**config.mk**
```make
export PLATFORM = sky130hd
export DESIGN_NAME = fetch_exec_core
export DESIGN_NICKNAME = d
export VERILOG_FILES = /design/src/rtl/fec_pkg.sv /design/src/rtl/fec_alu.sv /design/src/rtl/fec_ctrl.sv /design/src/rtl/fec_dpath.sv /design/src/rtl/fetch_exec_core.sv
export SDC_FILE = /design/constraint.sdc
export NUM_CORES = 1
export LEC_CHECK = 0
export BUFFER_PORTS_ARGS = -buffer_cell sky130_fd_sc_hd__clkbuf_2
export CAP_MARGIN = 10
export CELL_PAD_IN_SITES_DETAIL_PLACEMENT = 1
export CELL_PAD_IN_SITES_GLOBAL_PLACEMENT = 1
export CORE_MARGIN = 2
export CORE_UTILIZATION = 38
export CTS_CLUSTER_DIAMETER = 50
export DETAILED_ROUTE_END_ITERATION = 8
export GPL_TIMING_DRIVEN = 0
export PLACE_DENSITY_LB_ADDON = 0.05
export SLEW_MARGIN = 20
export SYNTH_ARGS = -nofsm -noshare
export SYNTH_HDL_FRONTEND = slang
export SYNTH_SLANG_ARGS = --single-unit
```
**constraint.sdc**
```tcl
create_clock -name clk -period 3.69 [get_ports clk]
set_input_delay 0.5535 -clock clk [delete_from_list [all_inputs] [get_ports clk]]
set_output_delay 0.5535 -clock clk [all_outputs]
set_load 0.01 [all_outputs]
```
**src/rtl/fec_pkg.sv**
```systemverilog
package fec_pkg;

  localparam int INSTR_W = 16;
  localparam int REG_SEL_W = 2;
  localparam int NUM_REGS = 1 << REG_SEL_W;
  localparam int DADDR_W = 8;

  typedef enum logic [1:0] {
    OP_ADD   = 2'b00,
    OP_SUB   = 2'b01,
    OP_LOAD  = 2'b10,
    OP_STORE = 2'b11
  } opcode_t;

  typedef enum logic [2:0] {
    PH_FETCH_ADDR,
    PH_FETCH_CAPT,
    PH_DECODE,
    PH_EXEC,
    PH_LOAD_WAIT
  } phase_t;

  typedef struct packed {
    logic irLoad;
    logic pcInc;
    logic aluWr;
    logic loadWr;
    logic memRd;
    logic memWr;
  } strobe_t;

endpackage

```
**src/rtl/fec_alu.sv**
```systemverilog
module fec_alu #(
  parameter int DATA_W = 8
) (
  input  logic [DATA_W-1:0] opA,
  input  logic [DATA_W-1:0] opB,
  input  logic              subtract,
  output logic [DATA_W-1:0] result
);
  // Results wrap modulo 2**DATA_W; no flags are kept.
  always_comb begin
    if (subtract) result = opA - opB;
    else          result = opA + opB;
  end
endmodule

```
**src/rtl/fec_ctrl.sv**
```systemverilog
module fec_ctrl
  import fec_pkg::*;
(
  input  logic    clk,
  input  logic    rst,
  input  opcode_t opcode,
  output strobe_t strb
);
  phase_t phase, phaseNext;

  always_ff @(posedge clk) begin
    if (rst) phase <= PH_FETCH_ADDR;
    else     phase <= phaseNext;
  end

  always_comb begin
    unique case (phase)
      PH_FETCH_ADDR: phaseNext = PH_FETCH_CAPT;
      PH_FETCH_CAPT: phaseNext = PH_DECODE;
      PH_DECODE:     phaseNext = PH_EXEC;
      PH_EXEC:       phaseNext = (opcode == OP_LOAD) ? PH_LOAD_WAIT : PH_FETCH_ADDR;
      PH_LOAD_WAIT:  phaseNext = PH_FETCH_ADDR;
      default:       phaseNext = PH_FETCH_ADDR;
    endcase
  end

  always_comb begin
    strb        = '0;
    strb.irLoad = (phase == PH_FETCH_CAPT);
    strb.pcInc  = (phase == PH_DECODE);
    strb.aluWr  = (phase == PH_EXEC) && (opcode == OP_ADD || opcode == OP_SUB);
    strb.memRd  = (phase == PH_EXEC) && (opcode == OP_LOAD);
    strb.memWr  = (phase == PH_EXEC) && (opcode == OP_STORE);
    strb.loadWr = (phase == PH_LOAD_WAIT);
  end

  // phase order
  a_r2_addr_to_capt: assert property (@(posedge clk) disable iff (rst)
    phase == PH_FETCH_ADDR |=> phase == PH_FETCH_CAPT);
  a_r2_capt_to_decode: assert property (@(posedge clk) disable iff (rst)
    phase == PH_FETCH_CAPT |=> phase == PH_DECODE);
  a_r2_decode_to_exec: assert property (@(posedge clk) disable iff (rst)
    phase == PH_DECODE |=> phase == PH_EXEC);
  // a load always gets its wait cycle
  a_r6_load_wait: assert property (@(posedge clk) disable iff (rst)
    (phase == PH_EXEC && opcode == OP_LOAD) |=> phase == PH_LOAD_WAIT);
  a_r2_wait_to_fetch: assert property (@(posedge clk) disable iff (rst)
    phase == PH_LOAD_WAIT |=> phase == PH_FETCH_ADDR);
endmodule

```
**src/rtl/fec_dpath.sv**
```systemverilog
module fec_dpath
  import fec_pkg::*;
#(
  parameter int unsigned PC_W = 16,
  parameter int unsigned DATA_W = 8,
  parameter logic [PC_W-1:0] RESET_PC = '0
) (
  input  logic                       clk,
  input  logic                       rst,
  input  strobe_t                    strb,
  output opcode_t                    opcode,
  output logic [PC_W-1:0]            instrAddr,
  input  logic [INSTR_W-1:0]         instrRdata,
  output logic [DADDR_W-1:0]         dataAddr,
  output logic                       dataRe,
  output logic                       dataWe,
  output logic [DATA_W-1:0]          dataWdata,
  input  logic [DATA_W-1:0]          dataRdata,
  output logic [PC_W-1:0]            pcOut,
  output logic [INSTR_W-1:0]         irOut,
  output logic [NUM_REGS*DATA_W-1:0] regsFlat
);
  localparam logic [PC_W-1:0] PC_STEP = PC_W'(INSTR_W / 8);

  logic [PC_W-1:0]      pc;
  logic [INSTR_W-1:0]   ir;
  logic [DATA_W-1:0]    regFile [NUM_REGS];
  logic [REG_SEL_W-1:0] selSrc1, selSrc2, selDst;
  logic [DATA_W-1:0]    aluY;

  assign opcode  = opcode_t'(ir[15:14]);
  assign selSrc1 = ir[13:12];
  assign selSrc2 = ir[11:10];
  assign selDst  = ir[9:8];

  always_ff @(posedge clk) begin
    if (rst) begin
      pc <= RESET_PC;
      ir <= '0;
    end else begin
      if (strb.irLoad) ir <= instrRdata;
      if (strb.pcInc)  pc <= pc + PC_STEP;
    end
  end

  fec_alu #(.DATA_W(DATA_W)) u_alu (
    .opA      (regFile[selSrc1]),
    .opB      (regFile[selSrc2]),
    .subtract (ir[14]),
    .result   (aluY)
  );

  always_ff @(posedge clk) begin
    if (rst) begin
      for (int i = 0; i < NUM_REGS; i++) regFile[i] <= '0;
    end else if (strb.aluWr) begin
      regFile[selDst] <= aluY;
    end else if (strb.loadWr) begin
      regFile[selDst] <= dataRdata;
    end
  end

  assign instrAddr = pc;
  assign dataAddr  = ir[DADDR_W-1:0];
  assign dataRe    = strb.memRd;
  assign dataWe    = strb.memWr;
  assign dataWdata = regFile[selDst];
  assign pcOut     = pc;
  assign irOut     = ir;

  for (genvar g = 0; g < NUM_REGS; g++) begin : g_flat
    assign regsFlat[g*DATA_W +: DATA_W] = regFile[g];
  end

  // the program counter steps by two after decode and holds otherwise
  a_r4_pc_step: assert property (@(posedge clk) disable iff (rst)
    $past(strb.pcInc) |-> pc == $past(pc) + PC_STEP);
  a_r4_pc_hold: assert property (@(posedge clk) disable iff (rst)
    !$past(strb.pcInc) |-> $stable(pc));
  // the instruction register holds outside fetch-capture
  a_r3_ir_hold: assert property (@(posedge clk) disable iff (rst)
    !$past(strb.irLoad) |-> $stable(ir));
  // registers hold when no write strobe was issued
  a_r8_regs_hold: assert property (@(posedge clk) disable iff (rst)
    !$past(strb.aluWr || strb.loadWr) |-> $stable(regsFlat));
  // a store strobe lasts a single cycle
  a_r7_store_single: assert property (@(posedge clk) disable iff (rst)
    dataWe |=> !dataWe);
endmodule

```
**src/rtl/fetch_exec_core.sv**
```systemverilog
module fetch_exec_core #(
  parameter int unsigned PC_W = 16,
  parameter int unsigned DATA_W = 8,
  parameter logic [PC_W-1:0] RESET_PC = '0
) (
  input  logic              clk,
  input  logic              rst,
  output logic [PC_W-1:0]   instrAddr,
  input  logic [15:0]       instrRdata,
  output logic [7:0]        dataAddr,
  output logic              dataRe,
  output logic              dataWe,
  output logic [DATA_W-1:0] dataWdata,
  input  logic [DATA_W-1:0] dataRdata,
  output logic [PC_W-1:0]   dbgPc,
  output logic [15:0]       dbgIr,
  output logic [4*DATA_W-1:0] dbgRegs
);
  import fec_pkg::*;

  strobe_t strb;
  opcode_t opcode;

  fec_ctrl u_ctrl (
    .clk    (clk),
    .rst    (rst),
    .opcode (opcode),
    .strb   (strb)
  );

  fec_dpath #(
    .PC_W     (PC_W),
    .DATA_W   (DATA_W),
    .RESET_PC (RESET_PC)
  ) u_dpath (
    .clk        (clk),
    .rst        (rst),
    .strb       (strb),
    .opcode     (opcode),
    .instrAddr  (instrAddr),
    .instrRdata (instrRdata),
    .dataAddr   (dataAddr),
    .dataRe     (dataRe),
    .dataWe     (dataWe),
    .dataWdata  (dataWdata),
    .dataRdata  (dataRdata),
    .pcOut      (dbgPc),
    .irOut      (dbgIr),
    .regsFlat   (dbgRegs)
  );
endmodule

```
==> metrics.md <==
| Metric | Value |
|---|---|
| Final hold violations | `0` |
| CTS clk-pin slew, worst paths | `0.08 ns` |
| Largest net degree at the start of global routing | `13` |
| Max frequency | `281.7 MHz` |
| Finished Layout Cells | `646` |
| Die H | `105.7 µm` |
| GRT Util Overall | `0.2008` |
| Cells after synthesis | `367` |
| Post-synth EDFFs | `32` |
| WHS | `0.4260 ns` |
| Initial antenna violation count | `0` |
| Status | `completed` |
| VDD IR-drop max | `0.1598 mV` |
| Post-DP Area | `4708 µm²` |
| First-pass DRT Iterations | `4` |
| Die X-Extent | `105.7 µm` |
| Critical Setup Path Class | `reg -> reg` |
| Post-route DRC | `0` |
| Setup WS post-layout | `0.1399 ns` |
| Leakage Power | `2.186 nW` |
| TritonCTS clock tree | `built` |
| GP Congestion | `0.8347` |
| Crit path DAT | `3.64 ns` |
| Port Buffer Count | `121` |
| Worst Path Max Fanout | `7` |
| Slew Viols, Final | `0` |
| Fin crit period | `3.550 ns` |
| R2r worst-path depth | `13` |
| Dpl cells | `625` |
| Root Driver | `clkbuf_8` |
| HPWL Detailed | `8.500 mm` |
| Global-route wire length before repair | `17.20 mm` |
| Num CTS Buffers | `9` |
| Initial Utilization | `0.3857` |
| Flop pwr share | `0.447` |
| Setup_tns | `0 ns` |
| Vias in the first global route | `3219` |
| Clk_lat worst skew | `0.35 ns` |
| Ys flop type | `dfxtp_1` |
| Per-cell routed wire length | `17.10 µm` |
| Hold Path Cell Cnt | `3` |
| Core outline area | `10180 µm²` |
| Worst Min Path Start | `instrRdata[7]` |
| Via count | `3283` |
| Synthesized area | `3929 µm²` |
| Yosys Warn Count | `0` |
| Relative slew slack | `0.4524` |
| Syn Area/Cell | `10.71 µm²` |
| Register area share after synthesis | `0.4484` |
| Worst slack at placement | `-0.1870 ns` |
| ANT nets after route | `0` |
| Final setup viols | `0` |
| Share of layout cells above drive strength 1 | `0.4000` |
| Crit start category | `flip-flop` |
| Final cell utilization of the core | `0.4859` |
| Detailed Route Iter0 Violations | `123` |
| Crit. End Element | `flip-flop` |
| Ys async rst share | `0` |
| Sw Ratio | `0.3083` |
| RSZ-0062 raised after global routing | `false` |
| Post-layout power | `2.026 mW` |
| Most common cell after layout, fill and taps aside | `clkbuf_2` |
| DR vias/cell | `5.082` |
| Most frequent cells in the layout | `clkbuf_2 (121), nor2_1 (57), nand2_1 (41)` |
| Final antenna diode count | `0` |
| Clk pwr share | `0.289` |
| Min-Delay Path Class | `in -> reg` |
| Count of cell types in the netlist | `53` |
| WP data required | `3.78 ns` |
| Global route overflow | `0` |
| H-tree depth | `3` |
| Logic pwr share | `0.264` |
| CTS sink count | `72` |
| Post-route design area | `4949 µm²` |
| Final Skew | `0.01164 ns` |
| Area grow syn2layout | `25.96%` |
| Cell Int Power | `1.401 mW` |
| DIE AREA | `11170 µm²` |
| Nets | `541` |
| Hold buffer count at CTS | `0` |
| #FFs+latches synth | `72` |
| I/O pin count | `124` |
| Rows | `37` |
| Clk buf depth | `2` |
| Sw power | `0.6246 mW` |
| Total length of routed wires | `11.05 mm` |
| Fin crit share | `0.9621` |
| MaxCap Viol Count | `0` |
| Worst-Margin Slew | `0.8196 ns` |
| Power density cells | `409.4 nW/µm²` |
-- repair_timing --
| action | 4_1_cts | 5_1_grt |
|---|---|---|
| setup endpoints to repair | 5 | 4 |
| pin swaps | 0 | 2 |
| resized for setup | 1 | 1 |
| buffers inserted | 1 | 5 |
-- state kept, by name (all words and copies together) (netlist names), named ones only --
name / count
u_dpath.instrAddr: 15
u_ctrl.phase: 3
u_dpath.irOut: 16
u_dpath.regFile: 32
-- critical path: stages, from the launching register on --
cell and delay (ns):
dfxtp_1 0.33, buf_6 0.14, buf_4 0.13, mux4_1 0.64
nor2_2 0.19, and4bb_1 0.21, nor2_1 0.06, xnor2_1 0.16
ha_1 0.21, or4_1 0.40, o22ai_1 0.18, xnor3_1 0.29
o221ai_4 0.26, nor2_1 0.08
-- power by group through the flow --
stage          clock, mW  combinational [mW]  sequential (mW)
3_5_place_dp           0               0.532            0.920
4_1_cts            0.604               0.536            0.904
6_report           0.586               0.535            0.905
5_1_grt            0.641               0.592            0.910
3_3_place_gp           0               0.519            0.916
2_1_floorplan          0               0.353            0.923
-- cells in the mapped netlist (all sizes together) (2+ instances only) --
master	count	area [µm²]
nand4	4	25.02
ha	9	112.6
edfxtp	32	960.9
nand2	41	153.9
dfxtp	40	800.8
and3	4	25.02
clkbuf	10	37.54
nor2	59	240.2
mux2i	3	30.03
xor2	9	78.83
buf	34	245.2
nor3	5	36.29
inv	7	26.27
xnor2	12	105.1
mux4	24	551.8
a31oi	2	12.51
a21oi	24	120.1
nand3b	2	15.01
nor3b	3	27.52
nand2b	6	37.54
o21ai	9	48.79
or3b	2	20.02
or3	5	31.28
nand3	4	20.02
-- worst paths after layout --
path	endpoint	slack (ns)
worst min register to register	u_dpath.irOut[2]	0.48
worst max register to register	u_dpath.regFile[2][7]	0.14
worst min-delay path	u_dpath.irOut[7]	0.43
worst max-delay path	u_dpath.regFile[2][7]	0.14
-- final cells by class --
type	count	area, µm²
Buffer	43	279.0
Clock buffer	14	173.9
Clock inverter	2	12.51
Fill cell	1222	5236
Inverter	7	26.28
Multi-Input combinational cell	245	1873
Sequential cell	72	1763
Tap cell	136	170.2
Timing Repair Buffer	127	650.6
-- metal layers --
layer | share of wire | track usage | vias to the layer above
met5 | 0 | 0 | -
met4 | 0.011 | 0.05639 | 0
met3 | 0.071 | 0.05690 | 12
met2 | 0.49 | 0.3396 | 93
met1 | 0.42 | 0.2514 | 1629
li1 | - | - | 1549
-- cell families after synthesis --
logic type,synth area share
AND/OR/NAND/NOR,0.1713
flip-flops,0.4484
buffers and inverters,0.07866
AO/OA/AOI/OAI,0.06624
multiplexers,0.1481
XOR/XNOR,0.05255
adder cells (fa/ha/maj),0.03376
other,0.0009545
(Power assumes the default switching activity.)
